## config.mk

```make
export PLATFORM = sky130hd
export DESIGN_NAME = irq_shared_regs
export DESIGN_NICKNAME = d
export VERILOG_FILES = /design/src/rtl/irq_pkg.sv /design/src/rtl/irq_bit_cell.sv /design/src/rtl/irq_bank.sv /design/src/rtl/irq_shared_regs.sv
export SDC_FILE = /design/constraint.sdc
export NUM_CORES = 1
export LEC_CHECK = 0
export BUFFER_PORTS_ARGS = -buffer_cell sky130_fd_sc_hd__buf_2
export CELL_PAD_IN_SITES_DETAIL_PLACEMENT = 2
export CELL_PAD_IN_SITES_GLOBAL_PLACEMENT = 2
export CORE_MARGIN = 2
export CORE_UTILIZATION = 16
export DETAILED_ROUTE_END_ITERATION = 16
export MAX_ROUTING_LAYER = met4
export PLACE_DENSITY_LB_ADDON = 0.1
export SYNTH_ARGS = -nofsm -noshare
export SYNTH_HDL_FRONTEND = slang
export SYNTH_SLANG_ARGS = --single-unit
```

## constraint.sdc

```tcl
create_clock -name clk_i -period 0.8 [get_ports clk_i]
set_input_delay 0.16 -clock clk_i [delete_from_list [all_inputs] [get_ports clk_i]]
set_output_delay 0.16 -clock clk_i [all_outputs]
set_load 0.02 [all_outputs]
```

## src/rtl/irq_pkg.sv

```systemverilog
`timescale 1ns/1ps
package irq_pkg;
   localparam int unsigned BUS_AW = 8;
   localparam int unsigned BUS_DW = 8;
   typedef logic [BUS_AW-1:0] bus_addr_t;
   typedef logic [BUS_DW-1:0] bus_data_t;
endpackage

```

## src/rtl/irq_bit_cell.sv

```systemverilog
`timescale 1ns/1ps
module irq_bit_cell #(
   parameter bit STICKY = 1'b0
) (
   input  logic clk_i,
   input  logic rst_ni,
   input  logic lvl_i,
   input  logic en_i,
   input  logic clr_i,
   output logic status_o
);
   logic status_q;
   logic arm;

   generate
      if (STICKY) begin : g_sticky
         logic unused_en;
         assign unused_en = en_i;
         assign arm = 1'b1;

         sticky_latch_chk: assert property (@(posedge clk_i) disable iff (!rst_ni)
            lvl_i |=> status_q);
      end else begin : g_gated
         assign arm = en_i;

         gated_hold_chk: assert property (@(posedge clk_i) disable iff (!rst_ni)
            (!en_i && !status_q) |=> !status_q);
      end
   endgenerate

   always_ff @(posedge clk_i or negedge rst_ni) begin
      if (!rst_ni) status_q <= 1'b0;
      else         status_q <= (status_q & ~clr_i) | (lvl_i & arm);
   end

   assign status_o = status_q;


   evt_kept_chk: assert property (@(posedge clk_i) disable iff (!rst_ni)
      (clr_i && lvl_i && (en_i || STICKY)) |=> status_q);
endmodule

```

## src/rtl/irq_bank.sv

```systemverilog
`timescale 1ns/1ps
module irq_bank #(
   parameter int unsigned DW     = 8,
   parameter logic [DW-1:0] IMPL   = '0,
   parameter logic [DW-1:0] STICKY = '0
) (
   input  logic          clk_i,
   input  logic          rst_ni,
   input  logic          wr_i,
   input  logic          rd_i,
   input  logic [DW-1:0] wdata_i,
   input  logic [DW-1:0] lvl_i,
   output logic [DW-1:0] status_o,
   output logic          irq_o
);
   logic [DW-1:0] en_q;
   logic [DW-1:0] stat;
   logic          unused_bits;

   if ((STICKY & ~IMPL) != '0) begin : g_cfg_bad
      $error("sticky bits must be implemented bits");
   end

   always_ff @(posedge clk_i or negedge rst_ni) begin
      if (!rst_ni)   en_q <= '0;
      else if (wr_i) en_q <= wdata_i & IMPL;
   end

   assign unused_bits = ^(lvl_i & ~IMPL) ^ ^(wdata_i & ~IMPL);

   for (genvar b = 0; b < DW; b++) begin : g_bit
      if (IMPL[b]) begin : g_live
         irq_bit_cell #(.STICKY(STICKY[b])) u_cell (
            .clk_i    (clk_i),
            .rst_ni   (rst_ni),
            .lvl_i    (lvl_i[b]),
            .en_i     (en_q[b]),
            .clr_i    (rd_i),
            .status_o (stat[b])
         );
      end else begin : g_void
         assign stat[b] = 1'b0;
      end
   end

   assign status_o = stat;
   assign irq_o    = |(stat & en_q);


   clr_quiet_chk: assert property (@(posedge clk_i) disable iff (!rst_ni)
      (rd_i && ((lvl_i & IMPL) == '0)) |=> !irq_o);
endmodule

```

## src/rtl/irq_shared_regs.sv

```systemverilog
`timescale 1ns/1ps
module irq_shared_regs
   import irq_pkg::*;
#(
   parameter int unsigned NUM_REGS  = 2,
   parameter int unsigned BASE_ADDR = 'h25,
   parameter logic [NUM_REGS*BUS_DW-1:0] IMPL_MASK   = 16'h8003,
   parameter logic [NUM_REGS*BUS_DW-1:0] STICKY_MASK = 16'h0002
) (
   input  logic                       clk_i,
   input  logic                       por_n_i,
   input  logic [BUS_AW-1:0]          bus_addr_i,
   input  logic                       bus_wr_i,
   input  logic                       bus_rd_i,
   input  logic [BUS_DW-1:0]          bus_wdata_i,
   output logic [BUS_DW-1:0]          bus_rdata_o,
   input  logic [NUM_REGS*BUS_DW-1:0] src_lvl_i,
   output logic                       irq_o
);
   localparam int unsigned LAST_ADDR = BASE_ADDR + NUM_REGS - 1;

   if (NUM_REGS < 1) begin : g_cnt_bad
      $error("NUM_REGS must be at least 1");
   end
   if (LAST_ADDR >= (1 << BUS_AW)) begin : g_addr_bad
      $error("register window exceeds address space");
   end

   logic [NUM_REGS-1:0] sel;
   logic [NUM_REGS-1:0] bank_irq;
   bus_data_t           bank_stat [NUM_REGS];
   bus_data_t           rd_mux;
   bus_data_t           rdata_q;

   for (genvar r = 0; r < NUM_REGS; r++) begin : g_bank
      localparam bus_addr_t ADDR_R = BUS_AW'(BASE_ADDR + r);
      assign sel[r] = (bus_addr_i == ADDR_R);
      irq_bank #(
         .DW     (BUS_DW),
         .IMPL   (IMPL_MASK[r*BUS_DW +: BUS_DW]),
         .STICKY (STICKY_MASK[r*BUS_DW +: BUS_DW])
      ) u_bank (
         .clk_i    (clk_i),
         .rst_ni   (por_n_i),
         .wr_i     (bus_wr_i & sel[r]),
         .rd_i     (bus_rd_i & sel[r]),
         .wdata_i  (bus_wdata_i),
         .lvl_i    (src_lvl_i[r*BUS_DW +: BUS_DW]),
         .status_o (bank_stat[r]),
         .irq_o    (bank_irq[r])
      );
   end

   always_comb begin
      rd_mux = '0;
      for (int r = 0; r < NUM_REGS; r++) begin
         if (sel[r]) rd_mux = rd_mux | bank_stat[r];
      end
   end

   always_ff @(posedge clk_i or negedge por_n_i) begin
      if (!por_n_i)      rdata_q <= '0;
      else if (bus_rd_i) rdata_q <= rd_mux;
   end

   assign bus_rdata_o = rdata_q;
   assign irq_o       = |bank_irq;


   miss_read_chk: assert property (@(posedge clk_i) disable iff (!por_n_i)
      (bus_rd_i && (sel == '0)) |=> (bus_rdata_o == '0));


   irq_cause_chk: assert property (@(posedge clk_i) disable iff (!por_n_i)
      $rose(irq_o) |-> $past((|src_lvl_i) || bus_wr_i));
endmodule

```

==> flow_summary.ini, run 1 <==
[final_layout]
insertedDiodeCount = 0
drive_gt1_frac = 0.605
regArea_um2 = 225
finalNonFillerCells = 112
fin_nets = 118
fin_area_um2 = 806
multi_input_area_um2 = 245
n_fill_cell = 314
syn2layout_area_growth_pct = 72.2

[worst_setup_path]
cp.arrival_ns = 1.21
slowest_delay_ns = 0.38
crit_family = flip-flops
end_kind = output pin
cpMaxStageDelayCell = dfrtp_1
cp_cell_sequence = a222oi_1 -> inv_1 -> buf_2
setup.worst_path.class = flip-flop to output pin
startpoint_type = flip-flop
cp_max_fo = 2
crit_buf_inv = 2
cp.required_ns = 0.64

[synth]
netlist_area_um2 = 468
ys_seq_elements = 9
yosysSeqAreaShare = 0.481
synth_cell_types = 17
postSynthCellCount = 43
synth_flop_cell = dfrtp_1
syn-mean-instance-area_um2 = 10.9
ys_warn_count = 0
synth_edf_count = 0
ys_async_sr_fraction = 1.00

[timing]
timing.final.hold_violations = 0
tns_ns = -1.73
fmax_mhz = 730
skew_ns = 0.00919
setup_slack_ns = -0.570
slew_viol_final = 0
finalCriticalPeriod_ns = 1.37
setup_violations = 12
rsz0062_at_grt = yes
post-route-period-util = 1.71

[floorplanning]
num_rows = 19
die_h_um = 58.1
initial_core_util = 0.170
dieArea_um2 = 3370
dieWidth_um = 58.1
io-pin-count = 45
core_area_um2 = 2760

[global_route]
grt_overflow = 0
grt_max_degree = 10
antenna_found_initial = 0
grt_usage = 0.0980
first_global_vias = 501
grt_pass1_wl_um = 2370

[clocking]
clk_pin_slew_ns = 0.07
cts.path.max_buffers = 2
cts_buffers = 3
cts_sinks = 9
clockRootBuffer = clkbuf_4
htree_levels = 1
cts_tree = done
worstSkewPairLatency_ns = 0.26

[place]
port_buffers = 21
dpl-instance-area_um2 = 661
gp_congestion = 0.734
dp_cells = 103
dp_hpwl_um = 1110

[drt]
drt_iter0_markers = 18
drtPass1Iterations = 4
ant_nets = 0
drc = 0
routed_via_density = 3.96
num_vias = 443
routed_wl_um = 1400
post_drt_wl_per_cell_um = 12.5

[outcome]
violations = negative setup slack
status = finished with violations

[run]
drv_cap = 0

[worst_hold_path]
hold_class = primary input to flip-flop

[power]
power.leakage_nw = 0.407
peakVddDrop_mv = 0.572
power_density_nw_per_um2 = 1480
==> stage by stage <==
stage               utilization  worst slack (ns)  total power [mW]  hold slack [ns]
finish                    0.292            -0.570              1.19           0.0877
global route              0.292            -0.640              1.28           0.0888
CTS                       0.274            -0.598              1.21           0.0819
detailed placement        0.240            -0.461             0.814           0.0302
global placement          0.240            -0.469             0.810           0.0347
floorplan                     -            -0.309             0.660           -0.136
==> where the power goes <==
part	internal (mW)	total (mW)	switching [mW]
logic	0.167	0.304	0.137
registers	0.501	0.529	0.0289
clock network	0.192	0.359	0.166
total	0.860	1.19	0.332
==> final cells by class <==
class	instances	share of cell area
inverter	4	0.0186
clock buffer	4	0.0326
multi-input combinational	28	0.304
timing repair buffer	36	0.317
tap	31	0.0481
sequential	9	0.280
==> layout by cell type (no fill, tap or decap) <==
master	instances
a21o_1	1
a222oi_1	1
a22o_1	2
buf_2	16
buf_4	13
buf_6	6
clkbuf_1	1
clkbuf_4	3
conb_1	5
dfrtp_1	9
dlygate4sd3_1	1
inv_1	3
inv_2	1
mux2_2	1
mux2_4	2
nand2_1	3
nand3_2	1
nand3_4	1
nand4_1	3
nand4_2	1
nor2b_1	3
nor4b_4	1
o22ai_2	3
==> flip-flops by register name, indices dropped and copies added (netlist names) <==
| signal | cells |
|---|---|
| bus_rdata_o | 3 |
| g_bank.u_bank.g_bit.g_live.u_cell.status_o | 3 |
| g_bank.u_bank.en_q | 3 |
==> what timing repair did <==
item / in CTS / in global routing
hold buffers: 1 / 0
gates resized for setup: 11 / 7
pin swaps: 3 / 3
gates cloned: 0 / 0
endpoints found under the hold margin: 9 / 0
endpoints found under the setup margin: 13 / 13
buffers inserted: 2 / 3
==> worst reg2reg max path, stage by stage, from the launching register on <==
cell and delay, ns:
dfrtp_1 0.38, buf_4 0.14, mux2_2 0.25
==> cells in the mapped netlist (all sizes together), types with 2 or more instances <==
cell type,count,share of area
inv,4,0.032
a22o,2,0.037
nand4,4,0.067
buf,5,0.080
nand2,3,0.024
dfrtp,9,0.48
nor2b,3,0.040
mux2,3,0.072
o22ai,3,0.040
nand3,2,0.021
==> path summary, 6_finish.rpt <==
check	start	to	slack, ns	depth (start not counted)
max	g_bank[1].u_bank.en_q[7]	irq_o	-0.57	3
min	src_lvl_i[1]	g_bank[0].u_bank.g_bit[1].g_live.u_cell.status_o	0.09	2
max reg2reg	g_bank[1].u_bank.en_q[7]	g_bank[1].u_bank.en_q[7]	-0.08	2
min reg2reg	g_bank[0].u_bank.en_q[1]	g_bank[0].u_bank.en_q[1]	0.53	1
max in group asynchronous	por_n_i	g_bank[1].u_bank.g_bit[7].g_live.u_cell.status_o	0.32	2
min in group asynchronous	por_n_i	bus_rdata_o[7]	0.28	2
==> layer usage <==
layer,wire length [um],vias up,GRT usage
met2,706,14,0.159
li1,-,218,-
met5,0,-,-
met1,602,209,0.117
met3,81,2,0.0357
met4,6,0,0.0199
==> logic make-up (layout without fill, tap and decap cells) <==
logic type,Yosys count,count (layout),share of synthesized area
mux,3,3,0.0722
compound gates,7,7,0.115
other cells,1,5,0.00801
simple gates,13,13,0.203
flops,9,9,0.481
buf+inv,10,44,0.120
Power figures use the tool's default switching activity.
==> run 2, diff against run 1 <==
- BUFFER_PORTS_ARGS: -buffer_cell sky130_fd_sc_hd__buf_2 -> not set
- CORE_UTILIZATION: 16 -> 25
- DONT_BUFFER_PORTS: not set -> 1
==> flow_summary.ini, run 2 (same netlist as run 1, synthesis figures left out) <==
[timing]
setup_slack_ns = -0.553
post-route-period-util = 1.69
skew_ns = 0.00639
setup_violations = 12
finalCriticalPeriod_ns = 1.35
holdWs_ns = 0.0400
slew_viol_final = 0
timing.final.hold_violations = 0
fmax_mhz = 739
rsz0062_at_grt = yes

[floorplanning]
io-pin-count = 45
initial_core_util = 0.268
die_h_um = 47.3
dieWidth_um = 47.3
dieArea_um2 = 2230
core_area_um2 = 1750
num_rows = 15

[final_layout]
syn2layout_area_growth_pct = 49.5
fin_nets = 102
fin_util = 0.401
n_fill_cell = 202
fin_area_um2 = 699
drive_gt1_frac = 0.400
final_common_cell = buf_4
final_cell_mix = buf_4 (10), dfrtp_1 (9), buf_6 (6), conb_1 (5), dlygate4sd3_1 (4)
insertedDiodeCount = 0

[clocking]
cts_buffers = 3
cts_sinks = 9
clk_pin_slew_ns = 0.06
cts.path.max_buffers = 2
clockRootBuffer = clkbuf_4
htree_levels = 1
worstSkewPairLatency_ns = 0.26
cts_tree = done

[power]
p_sw_mw = 0.295
power.share.sequential = 0.470
swShare = 0.263
total_power_mw = 1.12
power.leakage_nw = 0.340
peakVddDrop_mv = 0.692
comb_power_share = 0.223
p_int_mw = 0.829
power_density_nw_per_um2 = 1610
p_clk_frac = 0.307

[global_route]
grt_usage = 0.132
grt_pass1_wl_um = 1860
grt_overflow = 0
antenna_found_initial = 0
grt_max_degree = 10
first_global_vias = 437

[worst_setup_path]
cp.required_ns = 0.64
ff2ff_path_depth = 2
startpoint_type = flip-flop
rr_startpoint = g_bank[0].u_bank.en_q[0]
crit_start = g_bank[1].u_bank.g_bit[7].g_live.u_cell.status_o
cp.arrival_ns = 1.19
cp_max_fo = 2
cp-endpoint = irq_o
ff2ff_setup_slack_ns = -0.08
r2r_end = g_bank[0].u_bank.en_q[0]
setup.worst_path.class = flip-flop to output pin
end_kind = output pin

[drt]
drtPass1Iterations = 4
ant_nets = 0
m1WireLength_um = 441
drt_iter0_markers = 5
routed_via_density = 4.51
post_drt_wl_per_cell_um = 14.7
drc = 0
num_vias = 406
routed_wl_um = 1320
route.met3.wl_um = 109
highest_layer = met3
dr_wl_met2_um = 769

[place]
dp_hpwl_um = 1020
gp_congestion = 0.692
port_buffers = 0
dpl-instance-area_um2 = 563

[outcome]
status = finished with violations
violations = negative setup slack

[run]
drv_cap = 0

[worst_hold_path]
hold_class = primary input to flip-flop
run 2: worst min-delay path by stage:
stage | start | to | slack (ns) | cells past startpoint
after floorplan | por_n_i | bus_rdata_o[0] | -0.14 | 0
after global placement | por_n_i | bus_rdata_o[7] | -0.14 | 0
after detailed placement | por_n_i | bus_rdata_o[7] | -0.14 | 0
after CTS | bus_rd_i | bus_rdata_o[1] | 0.008 | 1
after global routing | bus_wdata_i[0] | g_bank[0].u_bank.en_q[0] | 0.03 | 1
final | bus_rd_i | bus_rdata_o[7] | 0.04 | 2
run 2: what timing repair did:
item / in CTS / in global routing
setup endpoints to repair: 10 / 10
setup buffers: 4 / 2
gates resized for setup: 8 / 3
pin swaps: 1 / 0
hold endpoints to repair: 12 / 1
hold buffers: 3 / 1
run 2: area by class of cell:
| cell class | instances | area (um2) | area share |
|---|---|---|---|
| Inverter | 4 | 15.0 | 0.0215 |
| Sequential cell | 9 | 225 | 0.322 |
| Clock buffer | 4 | 26.3 | 0.0376 |
| Tap cell | 25 | 31.3 | 0.0447 |
| Multi-Input combinational cell | 28 | 219 | 0.313 |
| Timing Repair Buffer | 20 | 183 | 0.261 |
run 2: metrics by stage:
| stage | cells | TNS (ns) | setup slack (ns) |
|---|---|---|---|
| global route | 90 | -1.78 | -0.644 |
| CTS | 87 | -1.36 | -0.584 |
| detailed placement | 78 | -2.80 | -0.363 |
| finish | 90 | -1.43 | -0.553 |
| floorplan | 47 | -1.70 | -0.309 |
| global placement | 78 | -2.31 | -0.309 |
run 2: power groups by stage:
stage	Clock [mW]	Combinational [mW]	Sequential, mW
finish	0.345	0.250	0.529
global route	0.394	0.270	0.531
CTS	0.368	0.244	0.528
detailed placement	0	0.207	0.537
global placement	0	0.199	0.535
floorplan	0	0.125	0.535
run 2: per-layer routing:
metal / vias to the layer above / track usage
met4: 0 / 0.0333
met3: 0 / 0.0615
met5: - / -
li1: 187 / -
met2: 19 / 0.241
met1: 200 / 0.121
run 2: worst max-delay path: stages, from the launching register on:
cell and delay (ns):
dfrtp_1 0.38, a222oi_1 0.37, inv_1 0.19
==> run 3, diff against run 2 <==
- CORE_UTILIZATION: 25 -> 28
- CTS_BUF_LIST: not set -> sky130_fd_sc_hd__clkbuf_8
==> flow_summary.ini, run 3 (same netlist as run 1, synthesis figures left out) <==
[outcome]
status = finished with violations
violations = negative setup slack

[global_route]
first_global_vias = 436
antenna_found_initial = 0
grt_pass1_wl_um = 2040
grt_max_degree = 10
grt_overflow = 0
grt_usage = 0.153

[worst_setup_path]
setup.worst_path.class = flip-flop to output pin
cp_max_fo = 2
cp.required_ns = 0.64
cp.arrival_ns = 1.14
end_kind = output pin
startpoint_type = flip-flop
slowest_delay_ns = 0.38
cp_cell_sequence = a222oi_1 -> inv_1
cpMaxStageDelayCell = dfrtp_1

[drt]
ant_nets = 0
post_drt_wl_per_cell_um = 15.8
drtPass1Iterations = 4
drt_iter0_markers = 6
drc = 0
routed_via_density = 4.95
num_vias = 386
routed_wl_um = 1230

[floorplanning]
dieWidth_um = 44.9
dieArea_um2 = 2010
initial_core_util = 0.304
core_area_um2 = 1540
io-pin-count = 45
num_rows = 14
die_h_um = 44.9

[clocking]
cts.path.max_buffers = 2
htree_levels = 1
cts_buffers = 3
cts_tree = done
worstSkewPairLatency_ns = 0.23
clk_pin_slew_ns = 0.04
cts_sinks = 9
clockRootBuffer = clkbuf_8

[timing]
fmax_mhz = 770
setup_slack_ns = -0.499
timing.final.hold_violations = 0
setup_violations = 10
slew_viol_final = 0
tns_ns = -1.20
skew_ns = 0.00268
finalCriticalPeriod_ns = 1.30
rsz0062_at_grt = yes
post-route-period-util = 1.62

[final_layout]
insertedDiodeCount = 0
final_common_cell = buf_4
fin_area_um2 = 707
final_cell_mix = buf_4 (12), dfrtp_1 (9), inv_1 (5), conb_1 (5), buf_6 (4)
syn2layout_area_growth_pct = 51.1
n_fill_cell = 167
drive_gt1_frac = 0.468
fin_nets = 99

[power]
power.leakage_nw = 0.341
peakVddDrop_mv = 1.03
total_power_mw = 1.28
power_density_nw_per_um2 = 1800

[run]
drv_cap = 0

[place]
dpl-instance-area_um2 = 552
gp_congestion = 0.693
port_buffers = 0
dp_hpwl_um = 983

[worst_hold_path]
hold_class = primary input to flip-flop
## run 3: metal layers
| metal | up-vias | track usage | part of all wire |
|---|---|---|---|
| met5 | - | - | 0 |
| met4 | 0 | 0.0529 | 0 |
| met3 | 0 | 0.0760 | 0.059 |
| met2 | 16 | 0.235 | 0.52 |
| met1 | 189 | 0.175 | 0.42 |
| li1 | 181 | - | - |
## run 3: area by class of cell
| class | instances | area (um2) | share of cell area |
|---|---|---|---|
| Timing Repair Buffer | 17 | 145 | 0.205 |
| Sequential cell | 9 | 225 | 0.319 |
| Tap cell | 16 | 20.0 | 0.0283 |
| Inverter | 4 | 15.0 | 0.0212 |
| Clock inverter | 1 | 3.75 | 0.00531 |
| Clock buffer | 3 | 41.3 | 0.0584 |
| Multi-Input combinational cell | 28 | 256 | 0.363 |
## run 3: per-stage QoR
step | hold WS [ns] | worst slack, ns | cells | utilization
6_report | 0.0292 | -0.499 | 78 | 0.459
5_1_grt | 0.0208 | -0.603 | 78 | 0.459
4_1_cts | 0.0276 | -0.493 | 76 | 0.418
3_5_place_dp | -0.135 | -0.329 | 69 | 0.358
3_3_place_gp | -0.135 | -0.311 | 69 | 0.358
2_1_floorplan | -0.136 | -0.309 | 47 | -
## run 3: report_power, final
part	switching (mW)	total [mW]	internal [mW]
clock network	0.169	0.502	0.333
logic	0.113	0.241	0.128
registers	0.0297	0.533	0.503
total	0.311	1.28	0.964
## run 3: timing repair
action                     CTS  global route
hold buffers                 1             0
pin swaps                    1             3
buffers inserted             4             3
resized for setup            6             8
hold endpoints to repair     9             0
setup endpoints to repair   10            11
## run 3: worst paths after layout
kind | cells after the start | slack [ns] | from | endpoint
worst max register to register | 2 | -0.09 | g_bank[1].u_bank.en_q[7] | g_bank[1].u_bank.en_q[7]
worst min register to register | 1 | 0.53 | g_bank[0].u_bank.en_q[1] | g_bank[0].u_bank.en_q[1]
min in group asynchronous | 1 | 0.30 | por_n_i | bus_rdata_o[7]
worst min-delay path | 1 | 0.03 | bus_rd_i | bus_rdata_o[0]
max in group asynchronous | 1 | 0.20 | por_n_i | g_bank[0].u_bank.en_q[0]
worst max-delay path | 2 | -0.50 | g_bank[1].u_bank.g_bit[7].g_live.u_cell.status_o | irq_o
## run 3: worst max-delay path: cells and delay by family (launching register included)
kind	cells	cell delay (ns)
flops	1	0.38
compound gates	1	0.35
buf+inv	1	0.18
